[config.mk]
export PLATFORM = sky130hd
export DESIGN_NAME = bta_calc
export DESIGN_NICKNAME = d
export VERILOG_FILES = /design/src/rtl/bta_pkg.sv /design/src/rtl/bta_rel_adder.sv /design/src/rtl/bta_form_mux.sv /design/src/rtl/bta_calc.sv
export SDC_FILE = /design/constraint.sdc
export NUM_CORES = 1
export LEC_CHECK = 0
export BUFFER_PORTS_ARGS = -buffer_cell sky130_fd_sc_hd__buf_2
export CORE_MARGIN = 4
export CORE_UTILIZATION = 35
export DETAILED_ROUTE_END_ITERATION = 7
export PLACE_DENSITY_LB_ADDON = 0.05
export SETUP_SLACK_MARGIN = 0.02
export SYNTH_ARGS = -nofsm -noshare
export SYNTH_HDL_FRONTEND = slang
export SYNTH_SLANG_ARGS = --single-unit
[constraint.sdc]
create_clock -name clk -period 2.3 [get_ports clk]
set_input_delay 0.115 -clock clk [delete_from_list [all_inputs] [get_ports clk]]
set_output_delay 0.115 -clock clk [all_outputs]
set_load 0.02 [all_outputs]
[src/rtl/bta_pkg.sv]
package bta_pkg;
    typedef enum logic [1:0] {
        FORM_PAGE = 2'b00,
        FORM_REL  = 2'b01,
        FORM_LONG = 2'b10,
        FORM_NONE = 2'b11
    } br_form_t;
endpackage

[src/rtl/bta_rel_adder.sv]
module bta_rel_adder #(
    parameter int PC_W  = 16,
    parameter int OFS_W = 8
) (
    input  logic [PC_W-1:0]  base_pc,
    input  logic [OFS_W-1:0] ofs,
    output logic [PC_W-1:0]  sum_pc
);
    localparam int EXT_W = PC_W - OFS_W;

    logic [PC_W-1:0] ofs_ext;

    always_comb begin
        ofs_ext = {{EXT_W{ofs[OFS_W-1]}}, ofs};
        sum_pc  = base_pc + ofs_ext;
    end
endmodule

[src/rtl/bta_form_mux.sv]
module bta_form_mux
    import bta_pkg::*;
#(
    parameter int PC_W   = 16,
    parameter int PAGE_W = 11
) (
    input  br_form_t          form,
    input  logic [PC_W-1:0]   follow_pc,
    input  logic [PAGE_W-1:0] page_ofs,
    input  logic [PC_W-1:0]   rel_sum,
    input  logic [PC_W-1:0]   long_addr,
    input  logic              taken,
    output logic [PC_W-1:0]   target,
    output logic [PC_W-1:0]   next
);
    localparam int HI_W = PC_W - PAGE_W;

    always_comb begin
        unique case (form)
            FORM_PAGE: target = {follow_pc[PC_W-1 -: HI_W], page_ofs};
            FORM_REL:  target = rel_sum;
            FORM_LONG: target = long_addr;
            FORM_NONE: target = follow_pc;
            default:   target = follow_pc;
        endcase
        next = (taken && form != FORM_NONE) ? target : follow_pc;
    end
endmodule

[src/rtl/bta_calc.sv]
module bta_calc
    import bta_pkg::*;
#(
    parameter int PC_W   = 16,
    parameter int PAGE_W = 11,
    parameter int OFS_W  = 8
) (
    input  logic              clk,
    input  logic              rst_n,
    input  logic [PC_W-1:0]   follow_pc,
    input  logic [1:0]        form,
    input  logic [PAGE_W-1:0] page_ofs,
    input  logic [OFS_W-1:0]  rel_ofs,
    input  logic [PC_W-1:0]   long_addr,
    input  logic              taken,
    output logic [PC_W-1:0]   target_pc,
    output logic [PC_W-1:0]   next_pc
);
    localparam int HI_W = PC_W - PAGE_W;
    localparam logic [PC_W-1:0] HALF_REACH = PC_W'(1) << (OFS_W - 1);
    localparam logic [PC_W-1:0] FULL_REACH = PC_W'(1) << OFS_W;

    br_form_t        form_e;
    logic [PC_W-1:0] rel_sum;
    logic [PC_W-1:0] target_d;
    logic [PC_W-1:0] next_d;
    logic            primed;

    assign form_e = br_form_t'(form);

    bta_rel_adder #(.PC_W(PC_W), .OFS_W(OFS_W)) u_add (
        .base_pc (follow_pc),
        .ofs     (rel_ofs),
        .sum_pc  (rel_sum)
    );

    bta_form_mux #(.PC_W(PC_W), .PAGE_W(PAGE_W)) u_mux (
        .form      (form_e),
        .follow_pc (follow_pc),
        .page_ofs  (page_ofs),
        .rel_sum   (rel_sum),
        .long_addr (long_addr),
        .taken     (taken),
        .target    (target_d),
        .next      (next_d)
    );

    always_ff @(posedge clk) begin
        if (!rst_n) begin
            target_pc <= '0;
            next_pc   <= '0;
            primed    <= 1'b0;
        end else begin
            target_pc <= target_d;
            next_pc   <= next_d;
            primed    <= 1'b1;
        end
    end

    AST_PAGE_HIGH_KEPT: assert property (@(posedge clk) disable iff (!rst_n)
        (primed && $past(form) == FORM_PAGE) |->
        target_pc[PC_W-1 -: HI_W] == $past(follow_pc[PC_W-1 -: HI_W]));
    AST_PAGE_LOW_COPY: assert property (@(posedge clk) disable iff (!rst_n)
        (primed && $past(form) == FORM_PAGE) |->
        target_pc[PAGE_W-1:0] == $past(page_ofs));
    AST_REL_REACH: assert property (@(posedge clk) disable iff (!rst_n)
        (primed && $past(form) == FORM_REL) |->
        PC_W'(target_pc - $past(follow_pc) + HALF_REACH) < FULL_REACH);
    AST_LONG_COPY: assert property (@(posedge clk) disable iff (!rst_n)
        (primed && $past(form) == FORM_LONG) |-> target_pc == $past(long_addr));
    AST_NONE_STAYS: assert property (@(posedge clk) disable iff (!rst_n)
        (primed && $past(form) == FORM_NONE) |-> next_pc == $past(follow_pc));
    AST_NOT_TAKEN: assert property (@(posedge clk) disable iff (!rst_n)
        (primed && !$past(taken)) |-> next_pc == $past(follow_pc));
    AST_TAKEN_TARGET: assert property (@(posedge clk) disable iff (!rst_n)
        (primed && $past(taken) && $past(form) != FORM_NONE) |-> next_pc == target_pc);
    AST_RESET_ZERO: assert property (@(posedge clk)
        $past(!rst_n) |-> (target_pc == '0 && next_pc == '0));
endmodule

==> out/metrics.yaml <==
topRoutingLayerUsed: "met4"
dieHeight_um: 87.91
met3_length_um: 501
routed-wl-met2_um: 2959
areaGrowthSynthToFinish_pct: 28.16
nNetsFinal: 423
cts_made_buffers: 5
synth-async-reset-ratio: 0
setup_slack_ns: 0.3917
grt_usage: 0.1851
status: "finished, final reports clean"
p_seq_frac: 0.372
postRouteAntennaNets: 0
cp.arrival_ns: 2.09
num_antenna_cells: 0
drv_slew: 0
powerDensity_mw_per_mm2: 579.3
period_minus_slack_ns: 1.908
setup-tns-final_ns: 0
pin_count: 88
wl_met1_um: 3393
maxCapViolations: 0
place_ws_ns: 0.09732
fillers: 621
holdWs_ns: 0.1038
hold_viol: 0
yosys_warnings: 0
peakVddDrop_uv: 270.1
first_iter_violations: 99
swShare: 0.3301
hold_end: "next_pc[2]"
portBuffers: 87
startpoint_type: "input port"
hold_depth: 3
setup_viol: 0
cts_buffer_depth: 2
path_class: "in -> reg"
num_vias: 2294
place.gp.congestion: 0.8604
viasPerCell: 5.385
antenna_found_initial: 0
critPathMaxStageDelay_ns: 0.40
worst_setup_path_end_kind: "flop"
p_total_mw: 1.659
drive_above_1_share: 0.3362
grt_max_degree: 25
relSlewSlack: 0.6989
syn_nets: 337
route.detailed.drc: 0
critical_path_peak_fanout: 5
htreeDepth: 2
path_cells: "buf_2 -> ha_1 -> a21oi_1 -> o211ai_1 -> and2_4 -> a31oi_1 -> xor2_1 -> a2111oi_2"
die_area_mm2: 0.007727
path_clk_slew_ns: 0.07
hp-start: "follow_pc[2]"
period_share: 0.8297
yosys_most_used_dff: "dfxtp_1"
fp.dieW_um: 87.91
grt_pass1_vias: 2183
tightestPinTransition_ns: 0.4517
max_freq_ghz: 0.5240
required_ns: 2.48
min_path_type: "in -> reg"
ys_types: 51
ys_ff_latch: 32
initial_core_util: 0.3687
drtPass1Iterations: 4
p_leak_nw: 1.358
postCtsHoldBufs: 0
synth_seq_area_share: 0.2867
wirelength_um: 6896
clkPwrFrac: 0.279
cts_setup_buffers: 0
critPathSlowestCell: "a21oi_1"
wl_per_cell_um: 16.19
p_comb_frac: 0.349
synth.avg_cell_area_um2: 8.433
netlist_area_mm2: 0.002235
cts_resized: 0
switching_power_mw: 0.5477
core_mm2: 0.006061
grt.overflow.total: 0
fp-row-count: 28
rsz0062_at_grt: "no"
dp_hpwl_um: 5499
grt_pass1_wl_um: 11120
cts_tree: "done"
clock_sinks: 32
p_int_mw: 1.111
synth-edff-count: 0
syn_inst: 265
cts.root.buffer_cell: "clkbuf_8"
==> synthesized netlist by cell type (2+ instances only) <==
| master | n | share of area |
|---|---|---|
| mux2_2 | 4 | 0.020 |
| nor2_1 | 11 | 0.018 |
| a31oi_1 | 8 | 0.022 |
| a211o_1 | 2 | 0.0078 |
| a21oi_1 | 28 | 0.063 |
| o221ai_1 | 5 | 0.020 |
| and2_1 | 5 | 0.014 |
| o211ai_1 | 5 | 0.017 |
| nand2b_1 | 2 | 0.0056 |
| and3_1 | 3 | 0.0084 |
| xnor2_1 | 6 | 0.024 |
| a21o_1 | 5 | 0.017 |
| mux4_2 | 4 | 0.040 |
| xor2_1 | 4 | 0.016 |
| inv_1 | 11 | 0.018 |
| ha_1 | 15 | 0.084 |
| nand2_1 | 24 | 0.040 |
| a211oi_1 | 3 | 0.010 |
| o22a_1 | 2 | 0.0078 |
| mux2i_1 | 8 | 0.036 |
| o22ai_1 | 2 | 0.0056 |
| o21ai_0 | 20 | 0.045 |
| nor2b_1 | 6 | 0.017 |
| buf_2 | 6 | 0.013 |
| a21boi_0 | 2 | 0.0067 |
| nor3_1 | 3 | 0.0067 |
| o21a_1 | 2 | 0.0067 |
| nand3_1 | 6 | 0.013 |
| clkbuf_1 | 9 | 0.015 |
| dfxtp_1 | 32 | 0.29 |
| o31ai_1 | 2 | 0.0067 |
==> state kept, by name (all words and copies together) (netlist names) <==
name       flops
next_pc       16
target_pc     16
==> metal layers <==
| metal | up-vias | global-route usage |
|---|---|---|
| met1 | 1068 | 0.2744 |
| met2 | 71 | 0.2767 |
| met4 | 0 | 0.04742 |
| met3 | 2 | 0.03104 |
| met5 | - | 0 |
| li1 | 1153 | - |
==> worst max path at each step <==
| stage | start | to | slack [ns] |
|---|---|---|---|
| floorplan | follow_pc[0] | next_pc[14] | 0.42 |
| global placement | follow_pc[4] | target_pc[9] | 0.14 |
| detailed placement | follow_pc[0] | next_pc[14] | 0.1 |
| CTS | follow_pc[0] | next_pc[14] | 0.39 |
| global route | follow_pc[4] | target_pc[9] | 0.25 |
| finish | follow_pc[4] | target_pc[9] | 0.39 |
==> per-stage QoR <==
step,cell area (um^2),utilization,cells
global route,2864,0.4725,426
floorplan,2235,-,265
finish,2864,0.4725,426
global placement,2768,0.4566,419
detailed placement,2768,0.4566,419
CTS,2864,0.4725,426
==> worst max-delay path: cells and delay by family <==
family,cells,cell delay (ns)
adder cells (fa/ha/maj),1,0.37
AND/OR/NAND/NOR,1,0.20
XOR/XNOR,1,0.15
AO/OA/AOI/OAI,4,1.14
buffers and inverters,1,0.12
==> power groups by stage <==
stage          logic, mW  clock network (mW)  registers, mW
4_1_cts            0.581               0.478          0.617
3_5_place_dp       0.578                   0          0.630
6_report           0.579               0.463          0.617
3_3_place_gp       0.577                   0          0.630
5_1_grt            0.644               0.502          0.621
2_1_floorplan      0.311                   0          0.698
==> final cells by class <==
cell class                      instances  area, um^2  area share
Multi-Input combinational cell        206        1484      0.5181
Inverter                               11       41.29     0.01442
Sequential cell                        32       640.6      0.2237
Tap cell                               75       93.84     0.03277
Timing Repair Buffer                   95       508.0      0.1774
Clock buffer                            7       96.34     0.03364
==> layout by cell type, fill, tap and decap left out, drive strengths merged, types with 3 or more instances in the layout <==
| cell type | netlist | layout |
|---|---|---|
| ha | 15 | 15 |
| nor2b | 7 | 7 |
| a21oi | 29 | 29 |
| o21ai | 20 | 20 |
| nor3 | 3 | 3 |
| mux2 | 4 | 4 |
| mux4 | 4 | 4 |
| nand2 | 24 | 24 |
| clkbuf | 10 | 7 |
| inv | 11 | 11 |
| nor2 | 11 | 11 |
| o211ai | 6 | 6 |
| buf | 6 | 95 |
| xnor2 | 6 | 6 |
| o221ai | 5 | 5 |
| nand3 | 6 | 6 |
| xor2 | 4 | 4 |
| a21o | 5 | 5 |
| dfxtp | 32 | 32 |
| a31oi | 8 | 8 |
| and2 | 6 | 6 |
| mux2i | 8 | 8 |
| a211oi | 3 | 3 |
| and3 | 3 | 3 |
==> cell families (layout without fill, tap and decap cells) <==
kind of cell	after synthesis	count (layout)	synth area share
AOI/OAI and AO/OA	97	97	0.2884
and+or+nand+nor	67	67	0.1473
DFF	32	32	0.2867
buffers and inverters	27	113	0.04927
adders and majority gates	16	16	0.09295
muxes	16	16	0.09631
xor gates and xnor gates	10	10	0.03919
(Power assumes the default switching activity.)
